--- src/rtl/evt_uart_pkg.sv ---
`timescale 1ns/1ps
package evt_uart_pkg;
  localparam logic [1:0] REG_DATA = 2'd0;
  localparam logic [1:0] REG_DIV  = 2'd1;
  localparam logic [1:0] REG_STAT = 2'd2;
  localparam logic [1:0] REG_CTRL = 2'd3;

  localparam int ST_READY = 0;
  localparam int ST_RXEV  = 1;
  localparam int ST_TXEV  = 2;

  localparam int CT_RXIE = 0;
  localparam int CT_TXIE = 1;
  localparam int CT_THRU = 2;

  localparam int TICKS_PER_BIT = 16;
  localparam int FRAME_BITS    = 10;

  typedef enum logic [0:0] {RX_IDLE, RX_RUN} rx_state_e;
endpackage

--- src/rtl/evt_uart_tick.sv ---
`timescale 1ns/1ps
module evt_uart_tick #(
  parameter int DIV_W = 16
) (
  input  logic             clk_i,
  input  logic             rst_ni,
  input  logic [DIV_W-1:0] div_i,
  input  logic             restart_i,
  output logic             tick_o
);
  logic [DIV_W-1:0] cnt_q;

  assign tick_o = (div_i != '0) && (cnt_q == div_i - 1'b1);

  always_ff @(posedge clk_i or negedge rst_ni) begin
    if (!rst_ni)              cnt_q <= '0;
    else if (restart_i)       cnt_q <= '0;
    else if (tick_o)          cnt_q <= '0;
    else if (div_i != '0)     cnt_q <= cnt_q + 1'b1;
  end
endmodule

--- src/rtl/evt_uart_tx.sv ---
`timescale 1ns/1ps
module evt_uart_tx
  import evt_uart_pkg::*;
#(
  parameter int DATA_W = 8
) (
  input  logic              clk_i,
  input  logic              rst_ni,
  input  logic              tick_i,
  input  logic              load_i,
  input  logic [DATA_W-1:0] data_i,
  output logic              busy_o,
  output logic              done_o,
  output logic              txd_o
);
  localparam int FW    = DATA_W + 2;
  localparam int PH_W  = $clog2(TICKS_PER_BIT);
  localparam int BIT_W = $clog2(FW + 1);

  logic [FW-1:0]    frame_q;
  logic [PH_W-1:0]  ph_q;
  logic [BIT_W-1:0] bit_q;
  logic             busy_q, txd_q;
  logic             bit_end;

  assign bit_end = busy_q && tick_i && (ph_q == PH_W'(TICKS_PER_BIT - 1));
  assign done_o  = bit_end && (bit_q == BIT_W'(FW - 1));
  assign busy_o  = busy_q;
  assign txd_o   = txd_q;

  always_ff @(posedge clk_i or negedge rst_ni) begin
    if (!rst_ni) begin
      frame_q <= '1;
      ph_q    <= '0;
      bit_q   <= '0;
      busy_q  <= 1'b0;
      txd_q   <= 1'b1;
    end else if (load_i && !busy_q) begin
      frame_q <= {1'b1, data_i, 1'b0};
      ph_q    <= '0;
      bit_q   <= '0;
      busy_q  <= 1'b1;
      txd_q   <= 1'b0;
    end else if (busy_q && tick_i) begin
      ph_q <= ph_q + 1'b1;
      if (done_o) begin
        busy_q <= 1'b0;
        txd_q  <= 1'b1;
      end else if (bit_end) begin
        bit_q <= bit_q + 1'b1;
        txd_q <= frame_q[bit_q + 1'b1];
      end
    end
  end
endmodule

--- src/rtl/evt_uart_rx.sv ---
`timescale 1ns/1ps
module evt_uart_rx
  import evt_uart_pkg::*;
#(
  parameter int DATA_W = 8
) (
  input  logic              clk_i,
  input  logic              rst_ni,
  input  logic              tick_i,
  input  logic              rxd_i,
  output logic              valid_o,
  output logic [DATA_W-1:0] data_o
);
  localparam int PH_W  = $clog2(TICKS_PER_BIT);
  localparam int BIT_W = $clog2(DATA_W + 3);
  localparam int MID   = TICKS_PER_BIT / 2 - 1;

  logic [2:0]        sync_q;
  logic [DATA_W-1:0] sh_q, data_q;
  logic [PH_W-1:0]   ph_q;
  logic [BIT_W-1:0]  bit_q;
  logic              valid_q;
  rx_state_e         st_q;
  logic              line, fall, sample;

  assign line    = sync_q[1];
  assign fall    = sync_q[2] && !sync_q[1];
  assign sample  = (st_q == RX_RUN) && tick_i && (ph_q == PH_W'(MID));
  assign valid_o = valid_q;
  assign data_o  = data_q;

  always_ff @(posedge clk_i or negedge rst_ni) begin
    if (!rst_ni) begin
      sync_q  <= '1;
      sh_q    <= '0;
      data_q  <= '0;
      ph_q    <= '0;
      bit_q   <= '0;
      valid_q <= 1'b0;
      st_q    <= RX_IDLE;
    end else begin
      sync_q  <= {sync_q[1:0], rxd_i};
      valid_q <= 1'b0;
      if (st_q == RX_IDLE) begin
        if (fall) begin
          st_q  <= RX_RUN;
          ph_q  <= '0;
          bit_q <= '0;
        end
      end else if (tick_i) begin
        ph_q <= ph_q + 1'b1;
        if (sample) begin
          bit_q <= bit_q + 1'b1;
          if (bit_q == '0) begin
            if (line) st_q <= RX_IDLE;  // false start
          end else if (bit_q == BIT_W'(DATA_W + 1)) begin
            st_q <= RX_IDLE;
            if (line) begin
              data_q  <= sh_q;
              valid_q <= 1'b1;
            end
          end else begin
            sh_q <= {line, sh_q[DATA_W-1:1]};
          end
        end
      end
    end
  end
endmodule

--- src/rtl/evt_uart.sv ---
`timescale 1ns/1ps
module evt_uart
  import evt_uart_pkg::*;
#(
  parameter int DIV_W  = 16,
  parameter int DATA_W = 8
) (
  input  logic        clk_i,
  input  logic        rst_ni,
  input  logic        wr_en_i,
  input  logic [3:0]  addr_i,
  input  logic [31:0] wdata_i,
  output logic [31:0] rdata_o,
  input  logic        rxd_i,
  output logic        txd_o,
  output logic        irq_o
);
  logic [DIV_W-1:0]  div_q;
  logic [2:0]        ctrl_q;
  logic              rx_evt_q, tx_evt_q;
  logic              tick, tx_busy, tx_done, tx_line, rx_valid;
  logic [DATA_W-1:0] rx_data;
  logic              data_wr, div_wr, stat_wr, ctrl_wr;

  assign data_wr = wr_en_i && (addr_i[3:2] == REG_DATA);
  assign div_wr  = wr_en_i && (addr_i[3:2] == REG_DIV);
  assign stat_wr = wr_en_i && (addr_i[3:2] == REG_STAT);
  assign ctrl_wr = wr_en_i && (addr_i[3:2] == REG_CTRL);

  evt_uart_tick #(.DIV_W(DIV_W)) u_tick (
    .clk_i, .rst_ni, .div_i(div_q), .restart_i(div_wr), .tick_o(tick)
  );

  evt_uart_tx #(.DATA_W(DATA_W)) u_tx (
    .clk_i, .rst_ni, .tick_i(tick), .load_i(data_wr),
    .data_i(wdata_i[DATA_W-1:0]), .busy_o(tx_busy), .done_o(tx_done),
    .txd_o(tx_line)
  );

  evt_uart_rx #(.DATA_W(DATA_W)) u_rx (
    .clk_i, .rst_ni, .tick_i(tick), .rxd_i, .valid_o(rx_valid), .data_o(rx_data)
  );

  always_ff @(posedge clk_i or negedge rst_ni) begin
    if (!rst_ni) begin
      div_q    <= '0;
      ctrl_q   <= '0;
      rx_evt_q <= 1'b0;
      tx_evt_q <= 1'b0;
    end else begin
      if (div_wr)  div_q  <= wdata_i[DIV_W-1:0];
      if (ctrl_wr) ctrl_q <= wdata_i[2:0];
      // event wins over a clear in the same cycle
      rx_evt_q <= (rx_evt_q && !(stat_wr && wdata_i[ST_RXEV])) || rx_valid;
      tx_evt_q <= (tx_evt_q && !(stat_wr && wdata_i[ST_TXEV])) || tx_done;
    end
  end

  always_comb begin
    rdata_o = '0;
    unique case (addr_i[3:2])
      REG_DATA: rdata_o[DATA_W-1:0] = rx_data;
      REG_DIV:  rdata_o[DIV_W-1:0]  = div_q;
      REG_STAT: rdata_o[2:0]        = {tx_evt_q, rx_evt_q, !tx_busy};
      default:  rdata_o[2:0]        = ctrl_q;
    endcase
  end

  assign irq_o = (rx_evt_q && ctrl_q[CT_RXIE]) || (tx_evt_q && ctrl_q[CT_TXIE]);
  assign txd_o = ctrl_q[CT_THRU] ? rxd_i : tx_line;
endmodule

--- config.mk ---
export PLATFORM = sky130hd
export DESIGN_NAME = evt_uart
export DESIGN_NICKNAME = d
export VERILOG_FILES = /design/src/rtl/evt_uart_pkg.sv /design/src/rtl/evt_uart_tick.sv /design/src/rtl/evt_uart_tx.sv /design/src/rtl/evt_uart_rx.sv /design/src/rtl/evt_uart.sv
export SDC_FILE = /design/constraint.sdc
export NUM_CORES = 1
export LEC_CHECK = 0
export BUFFER_PORTS_ARGS = -buffer_cell sky130_fd_sc_hd__clkbuf_2
export CAP_MARGIN = 20
export CORE_ASPECT_RATIO = 2
export CORE_MARGIN = 1
export CORE_UTILIZATION = 43
export CTS_BUF_LIST = sky130_fd_sc_hd__clkbuf_8
export CTS_CLUSTER_SIZE = 30
export DETAILED_ROUTE_END_ITERATION = 7
export SLEW_MARGIN = 20
export SYNTH_ARGS = -nofsm -noshare
export SYNTH_HDL_FRONTEND = slang
export SYNTH_SLANG_ARGS = --single-unit
--- constraint.sdc ---
create_clock -name clk_i -period 6.97 [get_ports clk_i]
set_clock_uncertainty 0.05 [all_clocks]
set_input_delay 1.394 -clock clk_i [delete_from_list [all_inputs] [get_ports clk_i]]
set_output_delay 1.394 -clock clk_i [all_outputs]
set_load 0.05 [all_outputs]
# After elaboration in Yosys (flattened, before gate mapping)

Cells that the tools add are included.

Flip-flop bits (word level): 85
Input port bits: 40
Output and inout port bits: 34

Add/sub/neg operators: 6
$lt $le $gt $ge: 1
Eq/ne operators: 11
Multiplexer cells: 41
Bitwise gates (word level): 2
Reductions and logical operators: 41

Operator list:

| kind                                               | count |
|---|---|
| two-way mux 16 bit                                 | 3 |
| two-way mux 4 bit                                  | 12 |
| two-way mux 1 bit                                  | 22 |
| logical AND 1 bit                                  | 18 |
| adder 16 x 1 -> 16 bit, second input constant      | 1 |
| adder 4 x 1 -> 4 bit, second input constant        | 4 |
| == test 16 bit                                     | 1 |
| nonzero test 16 bit                                | 1 |
| subtractor 16 x 1 -> 16 bit, second input constant | 1 |
| == test 4 bit, second input constant               | 3 |
| case mux 5 bit (2 select lines)                    | 1 |
| case mux 3 bit (3 select lines)                    | 1 |
| two-way mux 8 bit                                  | 1 |
| nonzero test 2 bit                                 | 4 |
| AND reduction 2 bit                                | 3 |
| AND reduction 3 bit                                | 2 |
| AND reduction 6 bit                                | 1 |
| nonzero test 3 bit                                 | 2 |
| < comparator 4 x 5 -> 1 bit, second input constant | 1 |
| AND reduction 5 bit                                | 1 |
| binary-select mux 1 bit (select 4 bit)             | 1 |
| == test 2 bit, second input constant               | 2 |
| == test 4 x 3 -> 1 bit, second input constant      | 1 |
| logical NOT 1 bit                                  | 4 |
| other kinds (7)                                    | 11 |

# Longest topological paths before layout

Depth in word-level cells: 9
Depth in mapped cells: 11
Depth with buffers taken out: 8

# Modules after synthesis

A second synthesis with hierarchy kept.

Cells, all modules: 494
Area total of the unflattened synthesis: 5029.8 sq um

By module, submodules not included:

| module        | times used | cells each | area an instance (sq um) | sequential area each (sq um) |
|---|---|---|---|---|
| evt_uart_tick | 1          | 194        | 1511.4                   | 400.4 |
| evt_uart_rx   | 1          | 90         | 1258.7                   | 729.4 |
| evt_uart      | 1          | 94         | 1198.6                   | 525.5 |
| evt_uart_tx   | 1          | 116        | 1061.0                   | 488.0 |

# Least setup slack after synthesis

Ideal clock, no wire load.

Path kind: input-to-output
From: input addr_i[2]
To: output rdata_o[3]
Arrival: 2.544 ns
Data required time: 5.526 ns
Path slack: 2.982 ns
Stages on the path: 3
Buffers on the path: 1
Path through: buf_1 -> mux2i_1 -> nor2_1

Longest elaborated chain between the ends: 2

Ends and longest elaborated chain:

| element                                                     | line           | source |
|---|---|---|
| start: declaration                                          | evt_uart.sv:11 | `input logic [3:0] addr_i,` |
| == test 2 x 1 -> 1 bit or logical NOT 2 bit (tied branches) | evt_uart.sv:61 | `unique case (addr_i[3:2])` |
| case mux 5 bit (2 select lines) *                           | evt_uart.sv:61 |  |
| end: declaration                                            | evt_uart.sv:13 | `output logic [31:0] rdata_o,` |

Mark *: on every way between the ends. The rest lies on a longest branch, timed or not.

# Worst setup path in the final report

From: input addr_i[2]
To: output rdata_o[15]

Longest elaborated chain between the ends: 2

Ends and longest elaborated chain:

| element                | line |
|---|---|
| == test 2 x 1 -> 1 bit | evt_uart.sv:61 |
| two-way mux 8 bit      | evt_uart.sv:61 |

Every way passes these cells.

==> out/qor.txt <==
============================================================================
Initial Utilization ...........................................        44.3%
Clock insertion delay at the later pin of the skew report .....      0.36 ns
Sequential share of the synthesized area ......................        42.6%
TritonCTS clock tree ..........................................         done
Crit path from ................................................    addr_i[2]
Minimum clock period ..........................................      4.15 ns
Final worst path period share .................................        59.5%
Layout Cell Area excl Fill ....................................     5520 µm²
Number of global-route vias before repair .....................         4038
Number of buffers inserted during clock tree synthesis ........            9
Largest net degree at the start of global routing .............           74
Number of buffers inserted to repair setup after CTS ..........            0
Type of the tightest min-delay check ..........................   reg -> reg
Total gr overflow .............................................            0
Mapped Area ...................................................     5030 µm²
Clock-pin transition on the worst setup and hold timing paths .      0.09 ns
Average size of a mapped cell .................................     9.54 µm²
CTS H-tree depth ..............................................            3
Number of DRC markers in iteration 0 ..........................          239
Reg-to-reg critical path endpoint ............................. u_rx.data_o[5]
Total count of max-transition violations in the final report ..            0
Residual antenna-violating net count after detailed routing ...            0
Delay-heaviest family, CP ..................................... simple AND/OR/NAND/NOR gates
Post-CTS Resized ..............................................            0
Critical path endpoint category ............................... primary output
Placer congestion estimate ....................................        0.820
Initial antenna violation count ...............................            0
Startpoint of the most critical hold path ..................... u_rx.sync_q[0]
Cell chain of the critical path ............................... clkbuf_2 -> nor2b_1 -> and2_1 -> clkbuf_2
Start of the worst register-to-register path ..................     div_q[0]
Worst relative slew slack .....................................        37.0%
HPWL after detailed placement .................................      8.98 mm
Finished Layout Cells .........................................          698
Maximum frequency from static timing analysis .................      241 MHz
Fraction of registers with async set/reset ....................         100%
Critical-path cell with the highest stage delay ............... sky130_fd_sc_hd__nor2b_1
Number of antenna repair diodes ...............................            0
Final-layout setup total negative slack .......................         0 ns
Hold violation total from the final report ....................            0
Register bit total from synthesis .............................           85
Standard cell core area .......................................    11400 µm²
Mapped Cells ..................................................          527
Worst setup slack for register-to-register paths ..............      3.16 ns
Reported leakage power ........................................      2.64 nW
Power per unit of standard cell area ..........................   252 nW/µm²
Slowest stage delay, CP .......................................      0.50 ns
First-pass iteration count of the detailed router .............            4
Max IR drop VDD ...............................................       152 µV
Endpoint of the worst hold-timing path ........................ u_rx.sync_q[1]
Total number of yosys warnings ................................            0
Worst-case clock buffer depth .................................            2
I/O Buffers ...................................................           39
Routed len/inst ...............................................      17.4 µm
Floorplan die width ...........................................      78.4 µm
Result of the run .............................................    completed
Critical path buffer and inverter count .......................            2
Data arrival time at the worst-slack endpoint .................      2.70 ns
Setup WS pre-CTS ..............................................      2.80 ns
Required time of the worst setup path .........................      5.53 ns
Most repeated library cell on the critical path ............... sky130_fd_sc_hd__clkbuf_2
Std-Cell Rows .................................................           55
Area of the die ...............................................    12200 µm²
Buffer type at the clock tree root ............................ sky130_fd_sc_hd__clkbuf_8
Unrepaired setup endpoints after global routing ...............           no
Overall die height ............................................       155 µm
Final count of negative-setup-slack endpoints .................            0
Post-layout nets ..............................................          600
Drc violations ................................................            0
Distinct cell type count of the synthesized netlist ...........           61
Count of vias placed by the detailed router ...................         3931
Average via count per standard cell ...........................         5.63
Total of hold buffers inserted after clock tree synthesis .....            0
Count of clock tree sinks .....................................           85
Wire length of the first global-routing pass ..................      20.2 mm
Proportion of layout cells with a drive suffix above 1 ........        19.6%
Crit path kind ................................................    in -> out
Number of cells on the worst hold path ........................            0
Placed Instances ..............................................          682
Number of enable flip-flop cells after synthesis ..............            0
Startpoint class of the critical path .........................   input port
GRT Util Overall ..............................................        21.7%
Overall routed net length .....................................      12.1 mm
Worst Slack Setup Final .......................................      2.82 ns
Dominant synthesized flop cell ................................ sky130_fd_sc_hd__dfrtp_1
Count of maximum capacitance violations .......................            0
Dpl cell area .................................................     5250 µm²
Slew at the pin closest to its max-slew limit .................     0.945 ns
Relative area change from synthesis to final layout ...........        9.81%
Length in cells of the worst reg-to-reg path ..................            8
IO Pins .......................................................           74
Crit-path max FO ..............................................           13
============================================================================
-- sequential cells by signal, indices dropped and copies added, names as in the netlist, 3 cells and up --
| signal | count |
|---|---|
| div_q | 16 |
| u_tick.cnt_q | 16 |
| u_tx.frame_q | 9 |
| u_rx.data_o | 8 |
| u_rx.sh_q | 8 |
| u_rx.bit_q | 4 |
| u_rx.ph_q | 4 |
| u_tx.bit_q | 4 |
| u_tx.ph_q | 4 |
| ctrl_q | 3 |
| u_rx.sync_q | 3 |
-- stage by stage --
stage	total power, mW	utilization, %	hold slack, ns
after global routing	1.47	48.6	0.320
final	1.39	48.6	0.313
after global placement	0.925	46.2	0.296
after detailed placement	0.935	46.2	0.299
after CTS	1.41	48.6	0.313
after floorplan	0.853	-	0.295
-- area by class of cell --
type / instances / area, µm²
fill: 1139 / 5840
multi-input combinational: 401 / 2660
sequential: 85 / 2140
timing repair buffer: 43 / 228
tap: 142 / 178
clock buffer: 10 / 138
clock inverter: 6 / 134
inverter: 11 / 41.3
-- worst reg2reg max path, stage by stage, from the launching register on --
cell,delay (ns)
sky130_fd_sc_hd__dfrtp_1,0.45
sky130_fd_sc_hd__inv_1,0.11
sky130_fd_sc_hd__ha_1,0.24
sky130_fd_sc_hd__or4b_1,0.60
sky130_fd_sc_hd__o31ai_1,0.38
sky130_fd_sc_hd__nand4_1,0.64
sky130_fd_sc_hd__a31oi_1,0.36
sky130_fd_sc_hd__and4_1,0.48
sky130_fd_sc_hd__mux2_2,0.39
-- worst max path at each step --
stage / to / cells after the start
final: rdata_o[15] / 4
after global routing: rdata_o[14] / 4
after CTS: rdata_o[15] / 4
after detailed placement: rdata_o[11] / 4
after global placement: rdata_o[15] / 4
after floorplan: rdata_o[3] / 3
-- power breakdown --
part           internal (mW)  switching [mW]  leakage (nW)
combinational          0.109           0.196          1.41
sequential             0.549          0.0708          1.09
clock                  0.284           0.183         0.136
-- cells in the mapped netlist, types with 4 or more instances --
cell type,count,area [µm²]
sky130_fd_sc_hd__xor2_1,15,131
sky130_fd_sc_hd__nand4b_1,4,35.0
sky130_fd_sc_hd__nor4_1,9,56.3
sky130_fd_sc_hd__a31oi_1,12,75.1
sky130_fd_sc_hd__nand2b_1,5,31.3
sky130_fd_sc_hd__xnor2_1,13,114
sky130_fd_sc_hd__and4_1,5,43.8
sky130_fd_sc_hd__mux2_2,20,225
sky130_fd_sc_hd__mux4_2,5,113
sky130_fd_sc_hd__and2_1,10,62.6
sky130_fd_sc_hd__and3_1,8,50.1
sky130_fd_sc_hd__buf_2,11,55.1
sky130_fd_sc_hd__dfstp_2,13,342
sky130_fd_sc_hd__dfrtp_1,72,1800
sky130_fd_sc_hd__nand4_1,14,87.6
sky130_fd_sc_hd__nand3_1,13,65.1
sky130_fd_sc_hd__mux2i_1,24,240
sky130_fd_sc_hd__nor2_1,18,67.6
sky130_fd_sc_hd__o21ai_0,20,100
sky130_fd_sc_hd__inv_1,11,41.3
sky130_fd_sc_hd__ha_1,9,113
sky130_fd_sc_hd__nor3_1,16,80.1
sky130_fd_sc_hd__or4_1,5,37.5
sky130_fd_sc_hd__buf_4,17,128
sky130_fd_sc_hd__clkbuf_1,14,52.6
sky130_fd_sc_hd__nand2_1,110,413
-- per-layer routing --
metal  wire length, µm  track usage [%]
met2              6770             38.7
met4               558             13.1
met1              4480             24.3
met3               333             2.52
met5                 0                0
-- cells by family after synthesis --
group	count (synthesis)	synth area share, %
adders and majority gates	9	2.24
muxes	50	11.7
other	1	0.0746
xor gates and xnor gates	28	4.88
buffers and inverters	56	5.73
DFF	85	42.6
AOI/OAI and AO/OA	64	9.26
and+or+nand+nor	234	23.5
-- cells in the final DEF, fill, tap and decap left out, drive strengths merged, types with 4 or more instances in the layout --
cell type	count
nand2b	5
xnor2	13
or4	6
inv	11
and3	8
ha	9
nand4	16
o21ai	20
nand3	13
clkbuf	48
dfstp	13
mux2	21
and2	11
buf	5
nor3	16
bufinv	4
nor2	18
nand4b	4
and4	5
mux4	5
a31oi	13
nand2	110
xor2	15
conb	16
mux2i	24
dfrtp	72
nor4	9
No activity file was read; power rests on OpenSTA's default activity.
